## src/rtl/tbase_pkg.sv

```systemverilog
package tbase_pkg;
  localparam int CNT_W = 16;
  typedef logic [CNT_W-1:0] cnt_t;

  localparam logic [1:0] MODE_UP   = 2'd0;
  localparam logic [1:0] MODE_DOWN = 2'd1;

  localparam logic [1:0] SEL_CNT = 2'd0;
  localparam logic [1:0] SEL_PER = 2'd1;
  localparam logic [1:0] SEL_DIV = 2'd2;

  // true when the next tick wraps or turns the counter around
  function automatic logic turn_point(logic [1:0] mode, logic going_down, cnt_t c, cnt_t p);
    case (mode)
      MODE_UP:   turn_point = (c >= p);
      MODE_DOWN: turn_point = (c == '0);
      default:   turn_point = going_down ? (c == '0) : (c >= p);
    endcase
  endfunction

  function automatic cnt_t next_count(logic [1:0] mode, logic going_down, cnt_t c, cnt_t p);
    logic t;
    t = turn_point(mode, going_down, c, p);
    case (mode)
      MODE_UP:   next_count = t ? '0 : c + 1'b1;
      MODE_DOWN: next_count = t ? p : c - 1'b1;
      default: begin
        if (!going_down) next_count = t ? ((p == '0) ? '0 : p - 1'b1) : c + 1'b1;
        else             next_count = t ? ((p == '0) ? '0 : cnt_t'(1)) : c - 1'b1;
      end
    endcase
  endfunction

  function automatic logic next_dir(logic [1:0] mode, logic going_down, cnt_t c, cnt_t p);
    if (mode == MODE_UP || mode == MODE_DOWN) next_dir = 1'b0;
    else next_dir = turn_point(mode, going_down, c, p) ? ~going_down : going_down;
  endfunction
endpackage

```

## src/rtl/tbase_prescaler.sv

```systemverilog
module tbase_prescaler
  import tbase_pkg::*;
#(
  parameter int W = CNT_W
) (
  input  logic         clk,
  input  logic         rst_n,
  input  logic         run_q,
  input  logic         clear,
  input  logic [W-1:0] div_sh,
  output logic         tick
);
  logic [W-1:0] psc;

  assign tick = run_q && (psc >= div_sh);

  always_ff @(posedge clk) begin
    if (!rst_n)      psc <= '0;
    else if (clear)  psc <= '0;
    else if (tick)   psc <= '0;
    else if (run_q)  psc <= psc + 1'b1;
  end

  AST_PSC_CLEAR: assert property (@(posedge clk) disable iff (!rst_n)
    clear |=> (psc == '0));
  AST_PSC_IDLE: assert property (@(posedge clk) disable iff (!rst_n)
    (!run_q && !clear) |=> $stable(psc));
endmodule

```

## src/rtl/tbase_shadows.sv

```systemverilog
module tbase_shadows
  import tbase_pkg::*;
#(
  parameter int W = CNT_W
) (
  input  logic         clk,
  input  logic         rst_n,
  input  logic         wr_per,
  input  logic         wr_div,
  input  logic [W-1:0] wr_data,
  input  logic         per_buf,
  input  logic         load,
  output logic [W-1:0] per_eff,
  output logic [W-1:0] div_sh
);
  logic [W-1:0] per_reg, per_sh, div_reg;

  always_ff @(posedge clk) begin
    if (!rst_n) begin
      per_reg <= '1;
      div_reg <= '0;
    end else begin
      if (wr_per) per_reg <= wr_data;
      if (wr_div) div_reg <= wr_data;
    end
  end

  always_ff @(posedge clk) begin
    if (!rst_n) begin
      per_sh <= '1;
      div_sh <= '0;
    end else if (load) begin
      per_sh <= per_reg;
      div_sh <= div_reg;
    end
  end

  assign per_eff = per_buf ? per_sh : per_reg;

  AST_DIV_HOLD: assert property (@(posedge clk) disable iff (!rst_n)
    !load |=> $stable(div_sh));
  AST_PER_HOLD: assert property (@(posedge clk) disable iff (!rst_n)
    !load |=> $stable(per_sh));
endmodule

```

## src/rtl/tbase_counter.sv

```systemverilog
module tbase_counter
  import tbase_pkg::*;
(
  input  logic       clk,
  input  logic       rst_n,
  input  logic [1:0] mode,
  input  logic       tick,
  input  cnt_t       per_eff,
  input  logic       cnt_wr,
  input  cnt_t       wr_data,
  input  logic       slave_rst,
  output cnt_t       cnt,
  output logic       ovf_evt
);
  logic going_down;

  assign ovf_evt = tick && !cnt_wr && !slave_rst
                   && turn_point(mode, going_down, cnt, per_eff);

  always_ff @(posedge clk) begin
    if (!rst_n) begin
      cnt        <= '0;
      going_down <= 1'b0;
    end else if (slave_rst) begin
      cnt        <= (mode == MODE_DOWN) ? per_eff : '0;
      going_down <= 1'b0;
    end else if (cnt_wr) begin
      cnt <= wr_data;
    end else if (tick) begin
      cnt        <= next_count(mode, going_down, cnt, per_eff);
      going_down <= next_dir(mode, going_down, cnt, per_eff);
    end
  end

  AST_UP_WRAP: assert property (@(posedge clk) disable iff (!rst_n)
    (ovf_evt && mode == MODE_UP) |=> (cnt == '0));
  AST_DOWN_RELOAD: assert property (@(posedge clk) disable iff (!rst_n)
    (ovf_evt && mode == MODE_DOWN) |=> (cnt == $past(per_eff)));
  AST_WRITE_WINS: assert property (@(posedge clk) disable iff (!rst_n)
    (cnt_wr && !slave_rst) |=> (cnt == $past(wr_data)));
  AST_HOLD_IDLE: assert property (@(posedge clk) disable iff (!rst_n)
    (!tick && !cnt_wr && !slave_rst) |=> $stable(cnt));
endmodule

```

## src/rtl/tbase_timer.sv

```systemverilog
module tbase_timer
  import tbase_pkg::*;
(
  input  logic        clk,
  input  logic        rst_n,
  input  logic        run_en,
  input  logic [1:0]  cnt_mode,
  input  logic        per_buf,
  input  logic        upd_dis,
  input  logic        upd_src,
  input  logic        sw_update,
  input  logic        slave_rst,
  input  logic        wr_en,
  input  logic [1:0]  wr_sel,
  input  logic [15:0] wr_data,
  input  logic        flag_clr,
  output logic [15:0] count_o,
  output logic        update_o,
  output logic        ovf_flag_o
);
  logic run_q, tick, ovf_evt, upd_evt, side_evt;
  cnt_t per_eff, div_sh;

  always_ff @(posedge clk) begin
    if (!rst_n) run_q <= 1'b0;
    else        run_q <= run_en;
  end

  assign side_evt = !upd_src && (sw_update || slave_rst);
  assign upd_evt  = !upd_dis && (ovf_evt || side_evt);
  assign update_o = upd_evt;

  tbase_shadows u_shadows (
    .clk(clk), .rst_n(rst_n),
    .wr_per(wr_en && wr_sel == SEL_PER),
    .wr_div(wr_en && wr_sel == SEL_DIV),
    .wr_data(wr_data), .per_buf(per_buf), .load(upd_evt),
    .per_eff(per_eff), .div_sh(div_sh)
  );

  tbase_prescaler u_psc (
    .clk(clk), .rst_n(rst_n), .run_q(run_q),
    .clear(upd_evt || slave_rst), .div_sh(div_sh), .tick(tick)
  );

  tbase_counter u_cnt (
    .clk(clk), .rst_n(rst_n), .mode(cnt_mode), .tick(tick),
    .per_eff(per_eff), .cnt_wr(wr_en && wr_sel == SEL_CNT),
    .wr_data(wr_data), .slave_rst(slave_rst),
    .cnt(count_o), .ovf_evt(ovf_evt)
  );

  always_ff @(posedge clk) begin
    if (!rst_n)        ovf_flag_o <= 1'b0;
    else if (upd_evt)  ovf_flag_o <= 1'b1;
    else if (flag_clr) ovf_flag_o <= 1'b0;
  end

  AST_ENABLE_LAG: assert property (@(posedge clk) disable iff (!rst_n)
    !run_en |=> !tick);
  AST_UPD_BLOCKED: assert property (@(posedge clk) disable iff (!rst_n)
    upd_dis |=> $stable(div_sh));
  AST_SRC_ONLY_WRAP: assert property (@(posedge clk) disable iff (!rst_n)
    (upd_src && !ovf_evt) |=> $stable(div_sh));
  AST_FLAG_SET: assert property (@(posedge clk) disable iff (!rst_n)
    update_o |=> ovf_flag_o);
endmodule

```

## config.mk

```make
export PLATFORM = sky130hd
export DESIGN_NAME = tbase_timer
export DESIGN_NICKNAME = d
export VERILOG_FILES = /design/src/rtl/tbase_pkg.sv /design/src/rtl/tbase_prescaler.sv /design/src/rtl/tbase_shadows.sv /design/src/rtl/tbase_counter.sv /design/src/rtl/tbase_timer.sv
export SDC_FILE = /design/constraint.sdc
export NUM_CORES = 1
export LEC_CHECK = 0
export ABC_AREA = 1
export BUFFER_PORTS_ARGS = -buffer_cell sky130_fd_sc_hd__buf_2
export CAP_MARGIN = 20
export CORE_MARGIN = 1.5
export CORE_UTILIZATION = 31
export CTS_CLUSTER_DIAMETER = 50
export DETAILED_ROUTE_END_ITERATION = 10
export PLACE_DENSITY = 0.46
export REMOVE_ABC_BUFFERS = 1
export SLEW_MARGIN = 0
export SYNTH_ARGS = -nofsm -noshare
export SYNTH_HDL_FRONTEND = slang
export SYNTH_HIERARCHICAL = 1
export SYNTH_SLANG_ARGS = --single-unit
```

## constraint.sdc

```tcl
create_clock -name clk -period 5.6 [get_ports clk]
set_input_delay 0.84 -clock clk [delete_from_list [all_inputs] [get_ports clk]]
set_output_delay 0.84 -clock clk [all_outputs]
set_load 0.02 [all_outputs]
```

==> results of run 1 <==
-- routing by layer --
| layer | vias to the layer above | global-route usage [%] |
|---|---|---|
| met5 | - | 0 |
| met3 | 16 | 1.81 |
| li1 | 3274 | - |
| met1 | 2746 | 24.1 |
| met4 | 0 | 5.00 |
| met2 | 132 | 28.0 |
-- synth_stat cells, drive strengths merged (14+ instances only) --
master  count
ha         36
dfxtp      99
xor2       28
o21ai      60
o211ai     14
nor2      146
nand4      14
nand3      58
a21oi      55
buf        31
inv       150
nand2     266
-- layout make-up --
cell class / count / area (um^2)
inverter: 152 / 571
clock inverter: 7 / 81.3
tap: 275 / 344
timing repair buffer: 54 / 288
multi-input combinational: 724 / 3790
sequential: 99 / 1980
fill: 2332 / 13600
clock buffer: 9 / 225
-- power groups by stage --
| stage | clock [W] | combinational [W] | sequential (W) |
|---|---|---|---|
| 2_1_floorplan | 0 | 0.000245 | 0.000791 |
| 6_report | 0.000666 | 0.000366 | 0.000776 |
| 4_1_cts | 0.000688 | 0.000368 | 0.000777 |
| 3_5_place_dp | 0 | 0.000366 | 0.000793 |
| 5_1_grt | 0.000711 | 0.000418 | 0.000782 |
| 3_3_place_gp | 0 | 0.000367 | 0.000794 |
-- worst paths after layout --
path,cells past startpoint,slack [ps],from,endpoint
setup / recovery,17,780,per_buf,update_o
hold / removal,2,470,u_shadows/per_sh[9],u_shadows/per_sh[9]
setup reg to reg,21,1770,u_shadows/per_reg[9],u_shadows/div_sh[7]
hold reg to reg,2,470,u_shadows/per_sh[9],u_shadows/per_sh[9]
-- cell families after synthesis --
family          Yosys count  share of synthesized area, %
buf+inv                 191                          12.0
xor+xnor                 33                          4.41
compound gates          151                          13.3
mux                       2                         0.305
flops                    99                          30.2
fa+ha+maj                36                          6.87
simple gates            502                          32.8
-- cell usage in the layout (no fill, tap or decap), types with 2 or more instances in the layout --
cell       synthesis  final
o22ai_1            5      5
nand3b_1           2      2
nand4_1           11     11
inv_2             16     16
nand2_1          257    257
o211ai_1          14     14
dfxtp_1           99     99
nor3_2             4      6
mux2i_1            2      2
a21oi_2            2      2
o21a_1             3      3
nor4_1             2      2
inv_6              0      4
nand3_2            2      2
nand4_2            3      3
a21oi_1           53     53
buf_2             24     47
clkinv_1           2      2
clkbuf_16          0      9
a31oi_1            3      3
ha_1              36     36
nor2_2             6      6
o21ai_0           46     46
xor2_1            28     28
nor3_1             8      6
nand3_1           56     56
xnor2_1            5      5
o21ai_1           13     13
o32ai_1            4      4
buf_4              3      7
nor2_4             5      5
nor2_1           135    135
nand2_2            9      9
o221ai_1           2      2
inv_1            134    134
-- worst reg2reg max path, delay by kind of cell, from the launching register on --
kind	cells	cell delay [ps]
compound gates	1	530
buf+inv	7	1240
simple gates	12	1270
fa+ha+maj	1	350
flops	1	350
-- metrics by stage --
stage / hold WS (ps) / area, um^2 / setup WS [ps] / utilization [%]
after floorplan: 429 / 6340 / 1320 / -
after global placement: 452 / 6980 / 871 / 33.4
after detailed placement: 449 / 6980 / 822 / 33.4
after CTS: 469 / 7280 / 788 / 34.9
after global routing: 485 / 7280 / 484 / 34.9
final: 466 / 7280 / 784 / 34.9
==> qor.yml, run 1 <==
status:
  status: "finished, final reports clean"
power_and_ir_drop:
  leakagePower_nw: 3.53
  total_power_w: 0.00181
  power_switching_w: 0.000589
  seq_power_share_pct: 42.9
  switching_share_pct: 32.6
  combPwrFrac_pct: 20.3
  powerDensity_nw_per_um2: 248
  ir_drop_mv: 0.141
  p_clk_share_pct: 36.8
  power.internal_w: 0.00122
synth:
  synthArstFlopShare_pct: 0
  synth-edff-count: 0
  yosys.area.top_type_share_pct: 30.2
  synth_top_area_cell: "dfxtp_1"
  yosysUniqueCellTypes: 43
  ys_warn_count: 6
  syn_inst: 1014
  syn_avg_cell_area_um2: 6.46
  synth_area_leaders: "dfxtp_1, nand2_1, nor2_1"
  synth_seq_cells: 99
  synth-seq-area-share_pct: 30.2
  netlist_area_um2: 6550
  synthFlopType: "dfxtp_1"
cts:
  clk_latency_ps: 360
  ctsLongestPathBuffers: 2
  holdBufCountCts: 0
  cts_resized: 0
  cts_max_level: 3
  cts_setup_buffers: 0
  cts_tree: "yes"
  path_clk_slew_ps: 70
  clock-sinks: 99
  cts-root-buf: "clkbuf_16"
  cts_buffers: 9
cells_and_area:
  diodes: 0
  syn_to_final_growth_pct: 11.1
  drive_gt1_share_pct: 11.8
  nets: 1106
  post_layout_nonfiller_instances: 1320
die:
  die_area_um2: 22000
  die_w_um: 148
  io_pins: 48
  placementRows: 53
  initial_core_util_pct: 31.4
  die_h_um: 148
  core_um2: 20900
drt:
  wire_per_inst_um: 14.0
  dr.max_layer_used: "met4"
  drt-met1-wl_um: 9410
  drt_iter0_drc: 479
  met3_length_um: 560
  via_count: 6168
  firstDrtPassIters: 5
  ant_nets: 0
  drt_wl_total_um: 18500
  via_per_inst: 4.67
  wl_met2_um: 8310
  drcViolationCount: 0
place:
  dp_hpwl_um: 13600
  dp_cells: 1304
  gp_congestion: 0.832
  portBuffers: 47
timing:
  grt_setup_unrepaired: "no"
  tightestPinTransition_ps: 729
  clock_skew_ps: 11.6
  fin_crit_sh_pct: 86.0
  hold_viol_final: 0
  slew_headroom_pct: 51.3
  setup_violations: 0
  post-route-min-period_ps: 4820
  drv_slew: 0
  maxClockFrequency_mhz: 208
  setup_tns_ps: 0
global_route:
  track_usage_pct: 17.2
  grt_max_degree: 38
  grt_pass1_vias: 5698
  grt_pass1_wl_um: 29900
  gr-total-overflow: 0
  antenna_found_initial: 0
worst_setup_path:
  worstPathCellList: "buf_2 -> o21ai_0 -> inv_1 -> ha_1 -> nand4_1 -> nor3_1 -> nand2_1 -> nand3_1 -> nand2_2 -> inv_2 -> nand3_1 -> nor3_1 -> inv_1 -> nand2_1 -> nand2_2 -> inv_1 -> buf_2"
  cp_num_buf_inv: 6
  cp-start-kind: "input port"
  slowest_stage: "o21ai_0"
  arrival_ps: 3980
  cp-end-kind: "primary output"
  cp.required_ps: 4760
  cp_max_fo: 32
  cp_common_cell: "inv_1"
  crit_family: "buffers and inverters"
  max_stage_delay_ps: 620
  crit_type: "in -> out"
worst_hold_path:
  min_path_type: "reg -> reg"
job:
  max-cap-violations: 0
No activity file was read; power rests on OpenSTA's default activity.
==> run 2, diff against run 1 <==
CTS_CLUSTER_DIAMETER = not set   (was 50)
clock period = 5.31 ns   (was 5.6 ns; I/O delays follow)
==> qor.yml, run 2 (same netlist as run 1, synthesis figures left out) <==
status:
  status: "finished, final reports clean"
worst_hold_path:
  min-delay-start: "u_shadows/per_sh[12]"
  min_path_cells: 2  # unchanged
  hold_end: "u_shadows/per_sh[12]"
  min_path_type: "reg -> reg"
die:
  placementRows: 53  # unchanged
  die_area_um2: 22000  # unchanged
  core_um2: 20900  # unchanged
  io_pins: 48  # unchanged
  initial_core_util_pct: 31.4  # unchanged
  die_h_um: 148  # unchanged
  die_w_um: 148  # unchanged
cells_and_area:
  diodes: 0  # unchanged
  syn_to_final_growth_pct: 10.9
  mostFrequentLayoutCells: "nand2_1, nor2_1, inv_1"
  drive_gt1_share_pct: 11.7  # -0.085 points
  fillCellCount: 2322  # -0.43%
  fin_area_um2: 7270  # -0.22%
  nets: 1105  # -0.090%
  layout_commonest_cell: "nand2_1"
worst_setup_path:
  crit_family: "simple AND/OR/NAND/NOR gates"
  cp.required_ps: 4510  # -250 ps
  arrival_ps: 3720  # -260 ps
  worst_r2r_path_depth: 20  # -4.8%
  cp_common_cell: "inv_1"
  r2r-start: "u_shadows/per_reg[11]"
  worst-r2r-setup-slack_ps: 1300  # -470 ps
  cp-start-kind: "input port"
  regToRegEndpoint: "u_shadows/per_sh[1]"
  crit_type: "in -> out"
  cp_num_buf_inv: 6  # unchanged
  cp_max_fo: 32  # unchanged
  cp-end-kind: "primary output"
  worstPathCellList: "buf_2 -> o21ai_0 -> inv_1 -> ha_1 -> nand4_1 -> nor3_1 -> nand2_1 -> nand3_1 -> nand2_2 -> inv_2 -> nand3_1 -> nor3_1 -> inv_1 -> nand2_1 -> nand2_2 -> inv_1 -> buf_2"
  slowest_stage: "o21ai_0"
  max_stage_delay_ps: 620  # about the same
timing:
  setup_slack_ps: 794  # +9.83 ps
  setup_violations: 0  # unchanged
  hold_viol_final: 0  # unchanged
  clock_skew_ps: 10.0  # -1.58 ps
  drv_slew: 0  # unchanged
  slew_headroom_pct: 44.0  # -7.3 points
  post-route-min-period_ps: 4520
  fin_crit_sh_pct: 85.0
  tightestPinTransition_ps: 840  # +112 ps
  maxClockFrequency_mhz: 221
  setup_tns_ps: 0  # unchanged
  grt_setup_unrepaired: "no"
  hold_ws_ps: 469  # +2.71 ps
drt:
  wire_per_inst_um: 14.1  # +0.66%
  drt_iter0_drc: 374  # -22%
  via_count: 6077  # -1.5%
  drt_wl_total_um: 18600  # +0.59%
  drcViolationCount: 0  # unchanged
  met3_length_um: 613  # +9.5%
  ant_nets: 0  # unchanged
  via_per_inst: 4.61  # -1.4%
  dr.max_layer_used: "met4"
  firstDrtPassIters: 5  # unchanged
  drt-met1-wl_um: 9270  # -1.5%
  wl_met2_um: 8540  # +2.8%
cts:
  cts-root-buf: "clkbuf_16"
  holdBufCountCts: 0  # unchanged
  cts_tree: "yes"
  cts_setup_buffers: 0  # unchanged
  clock-sinks: 99  # unchanged
  path_clk_slew_ps: 70  # about the same
  cts_max_level: 3  # unchanged
  cts_resized: 0  # unchanged
  ctsLongestPathBuffers: 2  # unchanged
  cts_buffers: 9  # unchanged
  clk_latency_ps: 360  # about the same
place:
  dp_hpwl_um: 13500  # about the same
  place_area_um2: 6970  # -0.11%
  gp_congestion: 0.840  # +0.94%
  portBuffers: 47  # unchanged
  dp_slack_ps: 621  # -202 ps
global_route:
  grt_pass1_vias: 5893  # +3.4%
  grt_max_degree: 50  # +32%
  track_usage_pct: 17.7  # +0.51 points
  gr-total-overflow: 0  # unchanged
  grt_pass1_wl_um: 31000  # +3.5%
  antenna_found_initial: 0  # unchanged
power_and_ir_drop:
  leakagePower_nw: 3.52  # -0.33%
  powerDensity_nw_per_um2: 258  # +3.9%
  ir_drop_mv: 0.138  # -2.0%
job:
  max-cap-violations: 0  # unchanged
==> run 2: report_power, final <==
group	internal, W	switching (W)
Combinational	0.000130	0.000255
Sequential	0.000780	0.0000396
Clock	0.000333	0.000337
==> run 2: how the worst max path moves through the flow <==
stage               startpoint                  end  slack [ps]  depth (start not counted)
floorplan              per_buf             update_o        1120                         15
global placement       per_buf  u_shadows/per_sh[1]         620                         20
detailed placement     per_buf  u_shadows/per_sh[0]         620                         20
CTS                    per_buf             update_o         860                         17
global route           per_buf             update_o         470                         17
finish                 per_buf             update_o         790                         17
==> run 2: layer usage <==
| layer | track usage [%] | up-vias |
|---|---|---|
| met5 | 0 | - |
| met4 | 3.81 | 0 |
| met3 | 2.88 | 16 |
| met2 | 30.0 | 104 |
| met1 | 23.7 | 2690 |
| li1 | - | 3267 |
==> run 2: layout make-up <==
class	instances	area, um^2	share of cell area (%)
Multi-Input combinational cell	724	3790	52.2
Clock buffer	9	225	3.10
Inverter	152	571	7.85
Clock inverter	7	72.6	0.998
Sequential cell	99	1980	27.3
Timing Repair Buffer	53	280	3.86
Tap cell	275	344	4.73
==> run 2: through the flow <==
| step | cells | utilization [%] | total power, W |
|---|---|---|---|
| after global routing | 1319 | 34.8 | 0.00199 |
| after CTS | 1319 | 34.8 | 0.00191 |
| after floorplan | 975 | - | 0.00109 |
| after detailed placement | 1303 | 33.4 | 0.00122 |
| after global placement | 1303 | 33.4 | 0.00122 |
| final | 1319 | 34.8 | 0.00187 |
==> run 2: worst register-to-register path: cells and delay by family (launching register included) <==
| kind | cells | cell delay (ps) |
|---|---|---|
| flip-flops | 1 | 390 |
| AO/OA/AOI/OAI | 1 | 520 |
| buffers and inverters | 7 | 1240 |
| adder cells (fa/ha/maj) | 1 | 350 |
| AND/OR/NAND/NOR | 11 | 1380 |
==> run 3, diff against run 2 <==
CORE_MARGIN = 2   (was 1.5)
==> qor.yml, run 3 (same netlist as run 1, synthesis figures left out) <==
place:
  portBuffers: 47  # unchanged
  dp_hpwl_um: 13600  # +0.48%
  gp_congestion: 0.800  # -4.8%
  dp_cells: 1304  # +0.077%
  place_area_um2: 6980  # +0.11%
cells_and_area:
  syn_to_final_growth_pct: 11.1
  diodes: 0  # unchanged
  layout_commonest_cell: "nand2_1"
  fin_area_um2: 7280  # +0.19%
  nets: 1106  # +0.090%
  multi_input_area_um2: 3790  # unchanged
  drive_gt1_share_pct: 11.8  # +0.085 points
  final_util_pct: 34.9  # +0.066 points
  fillCellCount: 2379  # +2.5%
  mostFrequentLayoutCells: "nand2_1, nor2_1, inv_1"
  final-seq-area_um2: 1980  # unchanged
  post_layout_nonfiller_instances: 1320  # +0.076%
timing:
  slew_headroom_pct: 51.4  # +7.4 points
  drv_slew: 0  # unchanged
  grt_setup_unrepaired: "no"
  fin_crit_sh_pct: 83.7  # -1.4 points
  maxClockFrequency_mhz: 225  # +1.6%
  hold_viol_final: 0  # unchanged
  post-route-min-period_ps: 4440  # -71.9 ps
  clock_skew_ps: 10.4  # +0.420 ps
  setup_tns_ps: 0  # unchanged
  setup_violations: 0  # unchanged
  tightestPinTransition_ps: 722  # -118 ps
die:
  die_area_um2: 22300  # +1.4%
  die_w_um: 149  # +0.67%
  io_pins: 48  # unchanged
  placementRows: 53  # unchanged
  core_um2: 20900  # unchanged
  initial_core_util_pct: 31.4  # unchanged
  die_h_um: 149  # +0.67%
worst_setup_path:
  r2r-start: "u_shadows/per_reg[10]"
  worstPathCellList: "buf_2 -> o21ai_0 -> inv_1 -> ha_1 -> nand2_1 -> o21ai_0 -> a21oi_1 -> nand3_1 -> nand2_2 -> inv_2 -> nand3_1 -> nor3_1 -> inv_1 -> nand2_1 -> nand2_2 -> inv_1 -> buf_2"
  cp-start-kind: "input port"
  arrival_ps: 3650  # -70 ps
  startpoint: "per_buf"
  slowest_stage: "o21ai_0"
  max_stage_delay_ps: 610  # about the same
  cp_max_fo: 32  # unchanged
  cp.required_ps: 4510  # about the same
  cp_common_cell: "inv_1"
  worst-r2r-setup-slack_ps: 1540  # +240 ps
  cp-end-kind: "primary output"
  crit_type: "in -> out"
cts:
  cts_tree: "yes"
  clk_latency_ps: 360  # about the same
  ctsLongestPathBuffers: 2  # unchanged
  cts_buffers: 9  # unchanged
  cts_setup_buffers: 0  # unchanged
  cts_max_level: 3  # unchanged
  cts_resized: 0  # unchanged
  path_clk_slew_ps: 80  # about the same
  clock-sinks: 99  # unchanged
  cts-root-buf: "clkbuf_16"
  holdBufCountCts: 0  # unchanged
power_and_ir_drop:
  total_power_w: 0.00189  # +0.59%
  powerDensity_nw_per_um2: 259  # +0.40%
  leakagePower_nw: 3.53  # +0.26%
  ir_drop_mv: 0.141  # +2.3%
global_route:
  track_usage_pct: 17.2  # -0.52 points
  gr-total-overflow: 0  # unchanged
  grt_max_degree: 52  # +4.0%
  grt_pass1_vias: 5768  # -2.1%
  antenna_found_initial: 0  # unchanged
  grt_pass1_wl_um: 30200  # -2.3%
job:
  max-cap-violations: 0  # unchanged
drt:
  firstDrtPassIters: 5  # unchanged
  via_per_inst: 4.65  # +0.83%
  drt_iter0_drc: 468  # +25%
  wire_per_inst_um: 14.2  # +0.38%
  ant_nets: 0  # unchanged
  drt_wl_total_um: 18700  # +0.46%
  drcViolationCount: 0  # unchanged
  via_count: 6132  # +0.91%
worst_hold_path:
  min_path_type: "reg -> reg"
  min-delay-start: "u_shadows/per_sh[12]"
status:
  status: "finished, final reports clean"
run 3: final timing paths:
kind / to / cells past startpoint
worst max register to register: u_shadows/per_sh[2] / 20
worst min register to register: u_shadows/per_sh[12] / 2
worst min-delay path: u_shadows/per_sh[12] / 2
worst max-delay path: update_o / 17
run 3: cell type report:
| cell class | instances | area share, % |
|---|---|---|
| clock buffers | 10 | 3.28 |
| clock inverters | 6 | 0.893 |
| inverters | 152 | 7.84 |
| multi-input cells | 724 | 52.1 |
| flip-flops and latches | 99 | 27.2 |
| well taps | 275 | 4.73 |
| repair buffers | 54 | 3.95 |
run 3: worst max-delay path: cells and delay by family:
family          cells  cell delay (ps)
compound gates      3              900
simple gates        7              780
buf+inv             6              800
fa+ha+maj           1              350
run 3: where the power goes:
| group | switching (W) | internal [W] | total [W] |
|---|---|---|---|
| logic | 0.000257 | 0.000131 | 0.000387 |
| clock network | 0.000333 | 0.000347 | 0.000680 |
| registers | 0.0000389 | 0.000780 | 0.000819 |
| total | 0.000628 | 0.00126 | 0.00189 |
run 3: metal layers:
| metal | up-vias | wire [um] | global-route usage [%] |
|---|---|---|---|
| met5 | - | 0 | 0 |
| met4 | 0 | 162 | 3.43 |
| met3 | 13 | 651 | 3.18 |
| met2 | 106 | 8610 | 28.6 |
| met1 | 2731 | 9290 | 23.3 |
| li1 | 3282 | - | - |
run 3: metrics by stage:
stage	setup WS, ps	hold slack, ps
CTS	803	468
finish	866	465
floorplan	1120	429
detailed placement	756	448
global placement	824	443
global route	453	490
